File: config.mk
export PLATFORM = sky130hd
export DESIGN_NAME = adc_frame_ser
export DESIGN_NICKNAME = d
export VERILOG_FILES = /design/src/rtl/adc_ser_pkg.sv /design/src/rtl/adc_ser_timing.sv /design/src/rtl/adc_ser_sample_buf.sv /design/src/rtl/adc_ser_lane.sv /design/src/rtl/adc_frame_ser.sv
export SDC_FILE = /design/constraint.sdc
export NUM_CORES = 1
export LEC_CHECK = 0
export CORE_ASPECT_RATIO = 1.2
export CORE_MARGIN = 2
export CORE_UTILIZATION = 55
export DETAILED_ROUTE_END_ITERATION = 10
export PLACE_DENSITY = 0.87
export SYNTH_ARGS = -nofsm -noshare
export SYNTH_HDL_FRONTEND = slang
export SYNTH_SLANG_ARGS = --single-unit
File: constraint.sdc
create_clock -name clk -period 14.9 [get_ports clk]
set_input_delay 2.98 -clock clk [delete_from_list [all_inputs] [get_ports clk]]
set_output_delay 2.98 -clock clk [all_outputs]
set_load 0.005 [all_outputs]
File: src/rtl/adc_ser_pkg.sv
package adc_ser_pkg;

    typedef enum logic {
        SLOT_EVEN = 1'b0,
        SLOT_ODD  = 1'b1
    } slot_role_e;

    // Bit clock level: rises mid even bit, falls mid odd bit.
    function automatic logic dclk_level(input logic bit_is_odd, input logic past_mid);
        return bit_is_odd ^ past_mid;
    endfunction

endpackage

File: src/rtl/adc_ser_timing.sv
module adc_ser_timing
    import adc_ser_pkg::*;
#(
    parameter int SAMPLE_W   = 12,
    parameter int BIT_CYCLES = 4
) (
    input  logic                        clk,
    input  logic                        rst,
    input  logic                        resync,
    output logic                        start_d,
    output logic                        running,
    output logic                        frame,
    output logic                        dclk,
    output slot_role_e                  role,
    output logic [$clog2(SAMPLE_W)-1:0] bit_sel
);
    localparam int SLOT_BITS   = SAMPLE_W / 2;
    localparam int PERIOD_BITS = 2 * SAMPLE_W;
    localparam int PH_W        = (BIT_CYCLES > 1) ? $clog2(BIT_CYCLES) : 1;
    localparam int BI_W        = $clog2(PERIOD_BITS);
    localparam int SEL_W       = $clog2(SAMPLE_W);

    localparam logic [PH_W-1:0] PH_LAST = PH_W'(BIT_CYCLES - 1);
    localparam logic [PH_W-1:0] PH_MID  = PH_W'(BIT_CYCLES / 2);
    localparam logic [BI_W-1:0] BI_LAST = BI_W'(PERIOD_BITS - 1);
    localparam logic [BI_W-1:0] BI_SW   = BI_W'(SAMPLE_W);
    localparam logic [BI_W-1:0] BI_MSB  = BI_W'(SAMPLE_W - 1);
    localparam logic [BI_W-1:0] BI_SLOT = BI_W'(SLOT_BITS);

    typedef struct packed {
        logic            run;
        logic [PH_W-1:0] ph;
        logic [BI_W-1:0] bi;
    } tm_t;

    tm_t tm_d, tm_q;

    always_comb begin
        tm_d    = tm_q;
        start_d = 1'b0;
        if (resync) begin
            tm_d = '0;
        end else if (!tm_q.run) begin
            tm_d.run = 1'b1;
            tm_d.ph  = '0;
            tm_d.bi  = '0;
            start_d  = 1'b1;
        end else if (tm_q.ph == PH_LAST) begin
            tm_d.ph = '0;
            if (tm_q.bi == BI_LAST) begin
                tm_d.bi = '0;
                start_d = 1'b1;
            end else begin
                tm_d.bi = tm_q.bi + 1'b1;
            end
        end else begin
            tm_d.ph = tm_q.ph + 1'b1;
        end
    end

    always_ff @(posedge clk) begin
        if (rst) tm_q <= '0;
        else     tm_q <= tm_d;
    end

    logic            lower_half;
    logic            odd_slot;
    logic [BI_W-1:0] rel;
    logic [BI_W-1:0] pos;
    logic [BI_W-1:0] idx;

    always_comb begin
        lower_half = (tm_q.bi >= BI_SW);
        rel        = lower_half ? (tm_q.bi - BI_SW) : tm_q.bi;
        odd_slot   = (rel < BI_SLOT);
        pos        = odd_slot ? rel : (rel - BI_SLOT);
        idx        = BI_MSB - (lower_half ? BI_SLOT : '0) - pos;
        running    = tm_q.run;
        frame      = tm_q.run & odd_slot;
        dclk       = tm_q.run & dclk_level(tm_q.bi[0], tm_q.ph >= PH_MID);
        role       = odd_slot ? SLOT_ODD : SLOT_EVEN;
        bit_sel    = SEL_W'(idx);
    end

endmodule

File: src/rtl/adc_ser_sample_buf.sv
module adc_ser_sample_buf #(
    parameter int WORD_W = 48
) (
    input  logic              clk,
    input  logic              rst,
    input  logic              smp_valid,
    input  logic [WORD_W-1:0] smp_data,
    input  logic              load,
    output logic [WORD_W-1:0] active
);
    typedef struct packed {
        logic [WORD_W-1:0] act;
        logic [WORD_W-1:0] pend;
        logic              pend_v;
    } buf_t;

    buf_t buf_d, buf_q;

    always_comb begin
        buf_d = buf_q;
        if (smp_valid) begin
            buf_d.pend   = smp_data;
            buf_d.pend_v = 1'b1;
        end
        if (load && buf_d.pend_v) begin
            buf_d.act    = buf_d.pend;
            buf_d.pend_v = 1'b0;
        end
    end

    always_ff @(posedge clk) begin
        if (rst) buf_q <= '0;
        else     buf_q <= buf_d;
    end

    assign active = buf_q.act;

endmodule

File: src/rtl/adc_ser_lane.sv
module adc_ser_lane
    import adc_ser_pkg::*;
#(
    parameter int SAMPLE_W = 12
) (
    input  logic [SAMPLE_W-1:0]         odd_word,
    input  logic [SAMPLE_W-1:0]         even_word,
    input  slot_role_e                  role,
    input  logic                        running,
    input  logic [$clog2(SAMPLE_W)-1:0] bit_sel,
    output logic                        bit_out
);
    logic [SAMPLE_W-1:0] word;

    always_comb begin
        word    = (role == SLOT_ODD) ? odd_word : even_word;
        bit_out = running & word[bit_sel];
    end

endmodule

File: src/rtl/adc_frame_ser.sv
module adc_frame_ser
    import adc_ser_pkg::*;
#(
    parameter int CH_COUNT   = 4,
    parameter int SAMPLE_W   = 12,
    parameter int BIT_CYCLES = 4
) (
    input  logic                         clk,
    input  logic                         rst,
    input  logic                         resync,
    input  logic                         smp_valid,
    input  logic [CH_COUNT*SAMPLE_W-1:0] smp_data,
    output logic                         frame_out,
    output logic                         dclk_out,
    output logic [CH_COUNT/2-1:0]        lane_out
);
    localparam int LANES  = CH_COUNT / 2;
    localparam int WORD_W = CH_COUNT * SAMPLE_W;
    localparam int SEL_W  = $clog2(SAMPLE_W);

    if (CH_COUNT != 2 && CH_COUNT != 4) begin : g_bad_count
        $error("CH_COUNT must be 2 or 4 (R9)");
    end

    logic             start_d;
    logic             running;
    slot_role_e       role;
    logic [SEL_W-1:0] bit_sel;
    logic [WORD_W-1:0] active;

    adc_ser_timing #(
        .SAMPLE_W  (SAMPLE_W),
        .BIT_CYCLES(BIT_CYCLES)
    ) u_timing (
        .clk    (clk),
        .rst    (rst),
        .resync (resync),
        .start_d(start_d),
        .running(running),
        .frame  (frame_out),
        .dclk   (dclk_out),
        .role   (role),
        .bit_sel(bit_sel)
    );

    adc_ser_sample_buf #(
        .WORD_W(WORD_W)
    ) u_buf (
        .clk      (clk),
        .rst      (rst),
        .smp_valid(smp_valid),
        .smp_data (smp_data),
        .load     (start_d),
        .active   (active)
    );

    for (genvar g = 0; g < LANES; g++) begin : g_lane
        adc_ser_lane #(
            .SAMPLE_W(SAMPLE_W)
        ) u_lane (
            .odd_word (active[(2*g)*SAMPLE_W +: SAMPLE_W]),
            .even_word(active[(2*g+1)*SAMPLE_W +: SAMPLE_W]),
            .role     (role),
            .running  (running),
            .bit_sel  (bit_sel),
            .bit_out  (lane_out[g])
        );
    end

endmodule

==> flow_summary.ini <==
[routing]
drc_errors = 0
first_pass_iters = 4
wirelength_um = 8500
post_drt_via_cell_ratio = 5.43
drtIter0Drc = 166
ant_nets = 0
vias = 3214
wire_per_inst_um = 14.4

[worst_setup_path]
crit_fanout = 41
path_delay_family = adder cells
critPathLaunchType = flop
required_ps = 11920
path_cells = buf_4, inv_1, ha_1, a221o_1, xor2_1, ha_1, nor2_4, xnor2_1, ha_1, inv_1, fa_1, xnor2_1, a21boi_1, nor3_1, or3_1, o22ai_1, clkdlybuf4s50_1
arrival_ps = 5250
max_stage_delay_ps = 530
endpoint_kind = output port
cp_num_buf_inv = 4
critPathKind = flop to output port
crit_slowest_cell = clkdlybuf4s50_1
r2r_setup_slack_ps = 12300
cpMostUsedCell = ha_1

[floorplan]
start_util = 0.571
rows = 35
dieWidth_um = 85.6
dieArea_um2 = 8730
core_um2 = 7710
die_h_um = 102
ios = 56

[timing]
slew_headroom = 0.377
finClkSkew_ps = 9.95
worst-slew-pin-transition_ps = 934
maxSlewViolCount = 0
finalCriticalPeriod_ps = 8230
finalSetupTns_ps = 0
hold_slack_ps = 440
grt_setup_unrepaired = no
fmax_ghz = 0.122
finalCritPeriodShare = 0.552
hold_violations = 0
setup_violations = 0

[yosys]
yosysTopAreaCell = dfxtp_1
synth_top_area_share = 0.478
ys_ff_latch = 105
synth_area_leaders = dfxtp_1 (48%), mux2i_1 (12%), a211oi_1 (9.6%), nor2_1 (9.0%), ha_1 (2.3%)
yosysWarningCount = 0
syn_area_per_cell_um2 = 9.52
synthCells = 462
synth_ff_type = dfxtp_1
async_flop_share = 0
synth_seq_area_share = 0.478
syn_area_um2 = 4400
synthesis.nets = 523
synth.distinct_cells = 38
synth_edf_count = 0

[finish]
areaGrowthSynthToFinish_pct = 16.2
drive_gt1_frac = 0.0600
n_antenna_cell = 0
final_area_um2 = 5110
final_nets = 556
fin_util = 0.663

[run]
drv_cap = 0

[clock_network]
clockBufferDepth = 2
root_buffer = clkbuf_8
htreeDepth = 3
cts_resized = 0
cts_post_setup_buffers_inserted = 0
path_clk_slew_ps = 100
cts_tree = done
cts_hold_buf = 0
clock-sinks = 105
worstSkewPairLatency_ps = 370
cts_buffers = 9

[grt]
grt_usage = 0.207
grt_pass1_vias = 3118
grt_antenna_before_repair = 0
grt_pass1_wl_um = 14400
grt_max_degree = 99
gr-total-overflow = 0

[power_and_ir_drop]
leakagePower_uw = 0.00197
irDropWorstVdd_uv = 62.5
power.total_uw = 534
p_per_area_nw_per_um2 = 105

[placed_design]
dpl_cell_area_um2 = 4920
dpl.hpwl_um = 5900
place_congestion = 0.835
numPortBuffers = 55

[hold_path]
holdCritPathClass = flop to flop

[status]
status = complete, no violations
-- cell usage in the layout, fill, tap and decap left out, types with 2 or more instances in the layout --
cell type | Yosys | layout
buf_4 | 2 | 4
nand4_1 | 2 | 2
and4_1 | 2 | 2
nor2_1 | 105 | 105
nand3_1 | 2 | 2
mux2i_1 | 52 | 52
a211oi_1 | 56 | 56
clkbuf_8 | 0 | 9
buf_2 | 14 | 2
clkdlybuf4s50_1 | 0 | 53
o21ai_0 | 9 | 9
ha_1 | 8 | 8
xor2_1 | 4 | 4
nor3_1 | 4 | 4
xnor2_1 | 4 | 4
o22ai_1 | 2 | 2
dfxtp_1 | 105 | 105
nand2b_1 | 16 | 16
a22oi_1 | 8 | 8
nand2_1 | 19 | 19
inv_1 | 6 | 6
clkinv_4 | 0 | 2
mux4_2 | 4 | 4
and2_1 | 2 | 2
-- cell type report --
class | count | area [um2]
Clock buffer | 10 | 128
Fill cell | 644 | 2600
Timing Repair Buffer | 59 | 571
Clock inverter | 6 | 61.3
Multi-Input combinational cell | 313 | 2110
Tap cell | 92 | 115
Sequential cell | 105 | 2100
Inverter | 7 | 26.3
-- flip-flops by register name, indices dropped and copies added (netlist names) --
name	flops
u_buf.active	48
u_buf.buf_q	49
u_timing.running	1
u_timing.tm_q	7
-- cells by family (layout without fill, tap and decap cells) --
| group | count (synthesis) | after routing | synth area share |
|---|---|---|---|
| compound gates | 79 | 79 | 0.129 |
| fa+ha+maj | 9 | 9 | 0.0273 |
| xor+xnor | 8 | 8 | 0.0159 |
| flops | 105 | 105 | 0.478 |
| buf+inv | 44 | 82 | 0.0449 |
| simple gates | 158 | 158 | 0.155 |
| mux | 59 | 59 | 0.150 |
-- report_power, final --
group	switching (uW)	total, uW	internal, uW
clock	103	168	64.6
sequential	7.90	306	298
combinational	29.4	60.3	30.9
-- synthesized netlist by cell type, types with 2 or more instances --
| cell | number |
|---|---|
| o21ai_0 | 9 |
| nand4_1 | 2 |
| xor2_1 | 4 |
| nor2b_1 | 2 |
| and4_1 | 2 |
| dfxtp_1 | 105 |
| inv_1 | 6 |
| nor3_1 | 4 |
| nand2b_1 | 16 |
| nor2_1 | 105 |
| mux2i_1 | 52 |
| buf_4 | 2 |
| and2_1 | 2 |
| ha_1 | 8 |
| mux4_2 | 4 |
| clkbuf_1 | 19 |
| a22oi_1 | 8 |
| o22ai_1 | 2 |
| xnor2_1 | 4 |
| a211oi_1 | 56 |
| buf_2 | 14 |
| nand2_1 | 19 |
| nand3_1 | 2 |
-- through the flow --
stage / cells / setup slack [ps]
final: 592 / 6670
after global routing: 592 / 6300
after CTS: 592 / 6680
after detailed placement: 576 / 7100
after global placement: 576 / 7220
after floorplan: 462 / 7500
-- worst paths after layout --
kind,startpoint,endpoint,cells past startpoint
max,u_timing.tm_q[0],lane_out[1],17
min,u_timing.tm_q[5],u_timing.tm_q[5],1
min reg2reg,u_timing.tm_q[5],u_timing.tm_q[5],1
max reg2reg,u_timing.tm_q[0],u_buf.active[23],8
-- layer usage --
| metal | vias to the layer above | share of wire | GRT usage |
|---|---|---|---|
| li1 | 1662 | - | - |
| met1 | 1495 | 0.46 | 0.255 |
| met2 | 42 | 0.49 | 0.365 |
| met3 | 15 | 0.025 | 0.0315 |
| met4 | 0 | 0.020 | 0.0842 |
| met5 | - | 0 | 0 |
No activity file was read; power rests on OpenSTA's default activity.
